<file path="src/rtl/evrec_pkg.sv">
package evrec_pkg;
  typedef enum logic [1:0] {
    ST_LEN  = 2'd0,
    ST_BODY = 2'd1,
    ST_CMD  = 2'd2,
    ST_SKIP = 2'd3
  } evrec_state_e;
endpackage

</file>
<file path="src/rtl/evrec_len_check.sv">
module evrec_len_check #(
  parameter int HDR_B  = 13,
  parameter int WORD_B = 4,
  parameter int MAX_WORDS = 16
) (
  input  logic [7:0] len_i,
  output logic       zero_o,
  output logic       ok_o
);
  localparam int MIN_LEN = HDR_B + WORD_B;
  localparam int MAX_LEN = HDR_B + MAX_WORDS * WORD_B;

  logic [7:0] body;

  always_comb begin
    body   = len_i - 8'(HDR_B);
    zero_o = (len_i == 8'd0);
    ok_o   = (len_i >= 8'(MIN_LEN)) && (len_i <= 8'(MAX_LEN)) &&
             ((body % 8'(WORD_B)) == 8'd0);
  end
endmodule

</file>
<file path="src/rtl/evrec_fsm.sv">
module evrec_fsm
  import evrec_pkg::*;
(
  input  logic       clk_i,
  input  logic       rst_ni,
  input  logic       in_valid_i,
  input  logic [7:0] in_data_i,
  input  logic       len_zero_i,
  input  logic       len_ok_i,
  input  logic       cmd_ready_i,
  output logic       in_ready_o,
  output logic       cmd_valid_o,
  output logic       err_o,
  output logic       done_o,
  output logic       wr_o,
  output logic       clr_o,
  output logic [7:0] idx_o
);
  evrec_state_e state_q;
  logic [7:0]   cnt_q;
  logic [7:0]   len_q;
  logic         err_q;
  logic         done_q;
  logic         acc;

  always_comb begin
    in_ready_o  = (state_q != ST_CMD);
    cmd_valid_o = (state_q == ST_CMD);
    acc         = in_valid_i && in_ready_o;
    wr_o        = acc && (state_q == ST_BODY);
    clr_o       = acc && (state_q == ST_LEN) && len_ok_i;
    idx_o       = cnt_q;
    err_o       = err_q;
    done_o      = done_q;
  end

  always_ff @(posedge clk_i or negedge rst_ni) begin
    if (!rst_ni) begin
      state_q <= ST_LEN;
      cnt_q   <= '0;
      len_q   <= '0;
      err_q   <= 1'b0;
      done_q  <= 1'b0;
    end else begin
      err_q  <= 1'b0;
      done_q <= 1'b0;
      case (state_q)
        ST_LEN: if (acc) begin
          if (len_zero_i) begin
            done_q <= 1'b1;
          end else if (len_ok_i) begin
            len_q   <= in_data_i;
            cnt_q   <= 8'd1;
            state_q <= ST_BODY;
          end else begin
            err_q   <= 1'b1;
            state_q <= ST_SKIP;
          end
        end
        ST_BODY: if (acc) begin
          cnt_q <= cnt_q + 8'd1;
          if (cnt_q == len_q - 8'd1) state_q <= ST_CMD;
        end
        ST_CMD: if (cmd_ready_i) state_q <= ST_LEN;
        ST_SKIP: if (acc && (in_data_i == 8'd0)) begin
          done_q  <= 1'b1;
          state_q <= ST_LEN;
        end
        default: state_q <= ST_LEN;
      endcase
    end
  end
endmodule

</file>
<file path="src/rtl/evrec_byte_lane.sv">
module evrec_byte_lane #(
  parameter int POS = 1
) (
  input  logic       clk_i,
  input  logic       rst_ni,
  input  logic       wr_i,
  input  logic       clr_i,
  input  logic [7:0] idx_i,
  input  logic [7:0] byte_i,
  output logic [7:0] q_o
);
  always_ff @(posedge clk_i or negedge rst_ni) begin
    if (!rst_ni)                          q_o <= '0;
    else if (clr_i)                       q_o <= '0;
    else if (wr_i && idx_i == 8'(POS))    q_o <= byte_i;
  end
endmodule

</file>
<file path="src/rtl/evrec_assembler.sv">
module evrec_assembler #(
  parameter int CHAN_B = 3,
  parameter int TS_B   = 8,
  parameter int ADDR_B = 1,
  parameter int DATA_B = 64
) (
  input  logic                  clk_i,
  input  logic                  rst_ni,
  input  logic                  wr_i,
  input  logic                  clr_i,
  input  logic [7:0]            idx_i,
  input  logic [7:0]            byte_i,
  output logic [CHAN_B*8-1:0]   chan_o,
  output logic [TS_B*8-1:0]     ts_o,
  output logic [ADDR_B*8-1:0]   addr_o,
  output logic [DATA_B*8-1:0]   data_o
);
  localparam int TOT_B   = CHAN_B + TS_B + ADDR_B + DATA_B;
  localparam int TS_LO   = CHAN_B * 8;
  localparam int ADDR_LO = (CHAN_B + TS_B) * 8;
  localparam int DATA_LO = (CHAN_B + TS_B + ADDR_B) * 8;

  logic [TOT_B*8-1:0] flat;

  // lane i holds record byte i+1 (byte 0 is the length)
  for (genvar i = 0; i < TOT_B; i++) begin : g_lane
    evrec_byte_lane #(.POS(i + 1)) u_lane (
      .clk_i  (clk_i),
      .rst_ni (rst_ni),
      .wr_i   (wr_i),
      .clr_i  (clr_i),
      .idx_i  (idx_i),
      .byte_i (byte_i),
      .q_o    (flat[i*8 +: 8])
    );
  end

  assign chan_o = flat[TS_LO-1:0];
  assign ts_o   = flat[ADDR_LO-1:TS_LO];
  assign addr_o = flat[DATA_LO-1:ADDR_LO];
  assign data_o = flat[TOT_B*8-1:DATA_LO];
endmodule

</file>
<file path="src/rtl/evrec_decoder.sv">
module evrec_decoder #(
  parameter int CHAN_W    = 24,
  parameter int TS_W      = 64,
  parameter int ADDR_W    = 8,
  parameter int WORD_W    = 32,
  parameter int MAX_WORDS = 16,
  localparam int DATA_W   = WORD_W * MAX_WORDS
) (
  input  logic              clk_i,
  input  logic              rst_ni,
  input  logic              in_valid_i,
  input  logic [7:0]        in_data_i,
  output logic              in_ready_o,
  output logic              cmd_valid_o,
  input  logic              cmd_ready_i,
  output logic [CHAN_W-1:0] cmd_chan_o,
  output logic [TS_W-1:0]   cmd_ts_o,
  output logic [ADDR_W-1:0] cmd_addr_o,
  output logic [DATA_W-1:0] cmd_data_o,
  output logic              err_o,
  output logic              done_o
);
  localparam int CHAN_B = CHAN_W / 8;
  localparam int TS_B   = TS_W / 8;
  localparam int ADDR_B = ADDR_W / 8;
  localparam int WORD_B = WORD_W / 8;
  localparam int DATA_B = DATA_W / 8;
  localparam int HDR_B  = 1 + CHAN_B + TS_B + ADDR_B;

  logic       len_zero, len_ok, wr, clr;
  logic [7:0] idx;

  evrec_len_check #(.HDR_B(HDR_B), .WORD_B(WORD_B), .MAX_WORDS(MAX_WORDS)) u_len (
    .len_i  (in_data_i),
    .zero_o (len_zero),
    .ok_o   (len_ok)
  );

  evrec_fsm u_fsm (
    .clk_i       (clk_i),
    .rst_ni      (rst_ni),
    .in_valid_i  (in_valid_i),
    .in_data_i   (in_data_i),
    .len_zero_i  (len_zero),
    .len_ok_i    (len_ok),
    .cmd_ready_i (cmd_ready_i),
    .in_ready_o  (in_ready_o),
    .cmd_valid_o (cmd_valid_o),
    .err_o       (err_o),
    .done_o      (done_o),
    .wr_o        (wr),
    .clr_o       (clr),
    .idx_o       (idx)
  );

  evrec_assembler #(.CHAN_B(CHAN_B), .TS_B(TS_B), .ADDR_B(ADDR_B), .DATA_B(DATA_B)) u_asm (
    .clk_i  (clk_i),
    .rst_ni (rst_ni),
    .wr_i   (wr),
    .clr_i  (clr),
    .idx_i  (idx),
    .byte_i (in_data_i),
    .chan_o (cmd_chan_o),
    .ts_o   (cmd_ts_o),
    .addr_o (cmd_addr_o),
    .data_o (cmd_data_o)
  );
endmodule

</file>
<file path="config.mk">
export PLATFORM = sky130hd
export DESIGN_NAME = evrec_decoder
export DESIGN_NICKNAME = d
export VERILOG_FILES = /design/src/rtl/evrec_pkg.sv /design/src/rtl/evrec_len_check.sv /design/src/rtl/evrec_fsm.sv /design/src/rtl/evrec_byte_lane.sv /design/src/rtl/evrec_assembler.sv /design/src/rtl/evrec_decoder.sv
export SDC_FILE = /design/constraint.sdc
export NUM_CORES = 1
export LEC_CHECK = 0
export BUFFER_PORTS_ARGS = -buffer_cell sky130_fd_sc_hd__buf_2
export CAP_MARGIN = 20
export CORE_MARGIN = 10
export CORE_UTILIZATION = 35
export DETAILED_ROUTE_END_ITERATION = 16
export GPL_ROUTABILITY_DRIVEN = 0
export SYNTH_ARGS = -nofsm -noshare
export SYNTH_HDL_FRONTEND = slang
export SYNTH_SLANG_ARGS = --single-unit
</file>
<file path="constraint.sdc">
create_clock -name clk_i -period 7.4 [get_ports clk_i]
set_clock_uncertainty 0.2 [all_clocks]
set_input_delay 0.74 -clock clk_i [delete_from_list [all_inputs] [get_ports clk_i]]
set_output_delay 0.74 -clock clk_i [all_outputs]
set_load 0.05 [all_outputs]
</file>
==> key figures <==
Yosys
  – Seq/Total Area, Yosys: between 50% and 60%
  – Syn_nets: 2726
  – Number of synthesized flops with an enable pin: 0
  – Mapped Area: 26500 um^2
  – Top cells by area, synth: dfrtp_1 (59%), a21oi_1 (7.6%), nand2_1 (7.1%)
  – Warnings, synthesis: 0
  – Flops & latches, synth: 628
  – Ys async rst share: 100%
  – Mapped Cells: 2705
  – Main synth FF type: dfrtp_1
  – Synth Area per Inst: 9.81 um^2
  – Synth area leader: dfrtp_1
  – Netlist cell types: 47
  – Top-area cell type share of the netlist area: 59.2%

Outcome
  – Status: finished, violations left
  – Violated checks: negative hold slack

Detailed routing
  – DRC: 0
  – Avg WL per Cell: 23.8 um
  – 1st-pass router iterations: 5
  – Via Count: 22456
  – Vias/cell: 5.30
  – Antenna-violating nets left: 0
  – WL final: 101000 um
  – 1st-iter DRT viols: 2062

Setup path
  – End of the critical path: u_asm.g_lane[68].u_lane.q_o[1]
  – WP data arrival: 4.01 ns
  – Crit Reg-Reg Startpoint: u_fsm.state_q[1]
  – CP max stage delay: around 0.49 ns
  – Worst r2r dst: u_asm.g_lane[68].u_lane.q_o[1]
  – Crit Path Category: reg2reg
  – Critical Path Sink Type: flip-flop
  – CP max stage cell: nor3b_1
  – CP max FO: 20
  – Path depth of the worst reg2reg path: 9
  – Critical Path Start Type: flip-flop
  – Setup slack, reg-to-reg: roughly 3.7 ns
  – CP Cell Sequence: inv_1 -> ha_1 -> inv_1 -> nor3b_1 -> nand3_2 -> buf_4 -> nor2_1 -> nor2_1 -> mux2_2
  – Crit path from: u_fsm.state_q[1]
  – CP required: 7.69 ns

Final layout
  – Post-route cell area: 32600 um^2
  – Final std cells w/o fill: 4238
  – Nets: 3230
  – Fillcell total: ~7300
  – Area of the multi-input gates: around 9500 um^2
  – Sequential cell area: 15700 um^2
  – Fraction of layout cells with a size suffix above 1: 27.3%
  – Area grow syn2layout: 22.9%

GRT
  – Global route total overflow: 0
  – Pin count of the biggest net entering global routing: 161
  – Initial antenna violation count: 1
  – First-pass GRT wire length: 148000 um
  – GRT Total Usage: 22.2%
  – Vias in the first global route: around 22000

Power and ir drop
  – Pwr dens: 306 nW/um^2
  – Pleak: 16.4 nW
  – Worst VDD drop: 0.000211 V

Clock network
  – Post-CTS Setup Bufs: 0
  – CTS Hold Bufs: 0
  – Total clock buffers created by CTS: 75
  – Reg clk slew, reported paths: 0.06 ns
  – H-tree levels: 3
  – Resize count post-CTS: 0
  – CTS tree: built
  – Clk Latency, worst-skew pair: 0.61 ns
  – Root buffer cell: clkbuf_16
  – Clock Path Buffers: 3
  – Clock sinks: 628

STA
  – Pins Over Slew Limit: 0
  – Relative slew slack: 28.8%
  – Final period utilization: between 50% and 60%
  – Worst hold margin: -0.00247 ns
  – Total negative slack: 0 ns
  – Final setup violation count: 0
  – Measured slew at the worst slew-check pin: 1.07 ns
  – Unrepaired setup endpoints after global routing: no
  – Max frequency: 0.269 GHz
  – Min Clock Period, post-route: approximately 3.7 ns
  – Hold violation count in the final report: 1

Place
  – Cells after DPL: 4101
  – Placed Area: 30100 um^2
  – Port buffer count: between 600 and 700
  – Post-DP HPWL: between 60000 and 70000 um

Floorplan
  – Ports: 624
  – Initial core utilization: 35.5%
  – Die X: 295 um
  – Die Area: 87200 um^2
  – Rows: 100
  – Core box area: about 75000 um^2
  – Die height: 295 um

Worst hold path
  – Min-Delay Path Class: in2async

Job
  – Max-cap violations: 0
[cell families (layout without fill, tap and decap cells)]
kind of cell | after synthesis | count (layout) | share of synthesized area (%)
flops | 628 | 628 | 59.2
compound gates | 795 | 795 | 15.7
other cells | 0 | 3 | 0
mux | 133 | 133 | 5.38
xor+xnor | 10 | 10 | 0.330
simple gates | 876 | 876 | 13.8
buf+inv | 254 | 815 | 5.05
fa+ha+maj | 9 | 9 | 0.424
[Yosys cell counts, types with 10 or more instances]
| master | count |
|---|---|
| dfrtp_1 | 628 |
| nand2_1 | 500 |
| a21oi_1 | 405 |
| o21ai_0 | 334 |
| nor2_1 | 168 |
| clkbuf_1 | 151 |
| nand3_1 | 151 |
| mux2_2 | 74 |
| mux2i_1 | 57 |
| a22o_1 | 42 |
| buf_6 | 41 |
| buf_2 | 35 |
| inv_1 | 11 |
| nor2_2 | 10 |
[how the worst min path moves through the flow]
stage | end | slack (ns)
6_report | u_asm.g_lane[24].u_lane.q_o[7] | -0.002
3_3_place_gp | u_asm.g_lane[64].u_lane.q_o[7] | 0.28
4_1_cts | u_asm.g_lane[24].u_lane.q_o[7] | 0.009
3_5_place_dp | u_asm.g_lane[10].u_lane.q_o[7] | 0.28
5_1_grt | u_asm.g_lane[24].u_lane.q_o[1] | 0.05
2_1_floorplan | u_asm.g_lane[0].u_lane.q_o[0] | 0.24
[per-stage QoR]
stage	worst slack, ns	utilization (%)	power, mW
3_3_place_gp	3.56	40.2	6.27
3_5_place_dp	3.50	40.2	6.29
4_1_cts	3.61	43.6	10.1
5_1_grt	3.34	43.6	10.3
6_report	3.68	43.6	9.97
2_1_floorplan	4.75	-	5.60
[power by group]
group / total [mW] / switching [mW] / internal, mW
Sequential: 3.98 / 0.222 / 3.76
Clock: 3.76 / 1.53 / 2.23
Combinational: 2.23 / 1.72 / 0.508
[sequential cells by signal, summed over array words and instances (netlist names)]
| signal | flops |
|---|---|
| u_asm.g_lane.u_lane.q_o | 608 |
| u_fsm.done_o | 1 |
| u_fsm.err_o | 1 |
| u_fsm.idx_o | 8 |
| u_fsm.len_q | 8 |
| u_fsm.state_q | 2 |
[critical path: cells and delay by family (launching register included)]
family | cells | cell delay [ns]
simple gates | 4 | 1.56
buf+inv | 3 | 0.73
flops | 1 | 0.39
fa+ha+maj | 1 | 0.38
mux | 1 | 0.31
[routing by layer]
metal  global-route usage [%]  routed length (um)  share of wire, %
met1                     27.9               40200                40
met2                     36.2               48600                48
met3                     5.95                8400               8.3
met4                     8.30                3790               3.8
met5                        0                   0                 0
[placed cells by master (no fill, tap or decap), types with 42 or more instances in the layout]
master     count
dfrtp_1      628
buf_2        615
nand2_1      498
a21oi_1      405
o21ai_0      334
nor2_1       168
nand3_1      147
clkbuf_16     76
mux2_2        74
mux2i_1       57
buf_4         48
a22o_1        42
[layout make-up]
cell class              instances  share of cell area, %
diodes                          3                 0.0230
clock buffers                 109                   6.80
clock inverters                25                  0.883
inverters                      11                  0.127
multi-input cells            1823                   29.3
flip-flops and latches        628                   48.2
well taps                     969                   3.72
repair buffers                670                   11.0
Note: power is estimated with default switching activity, not from simulation.
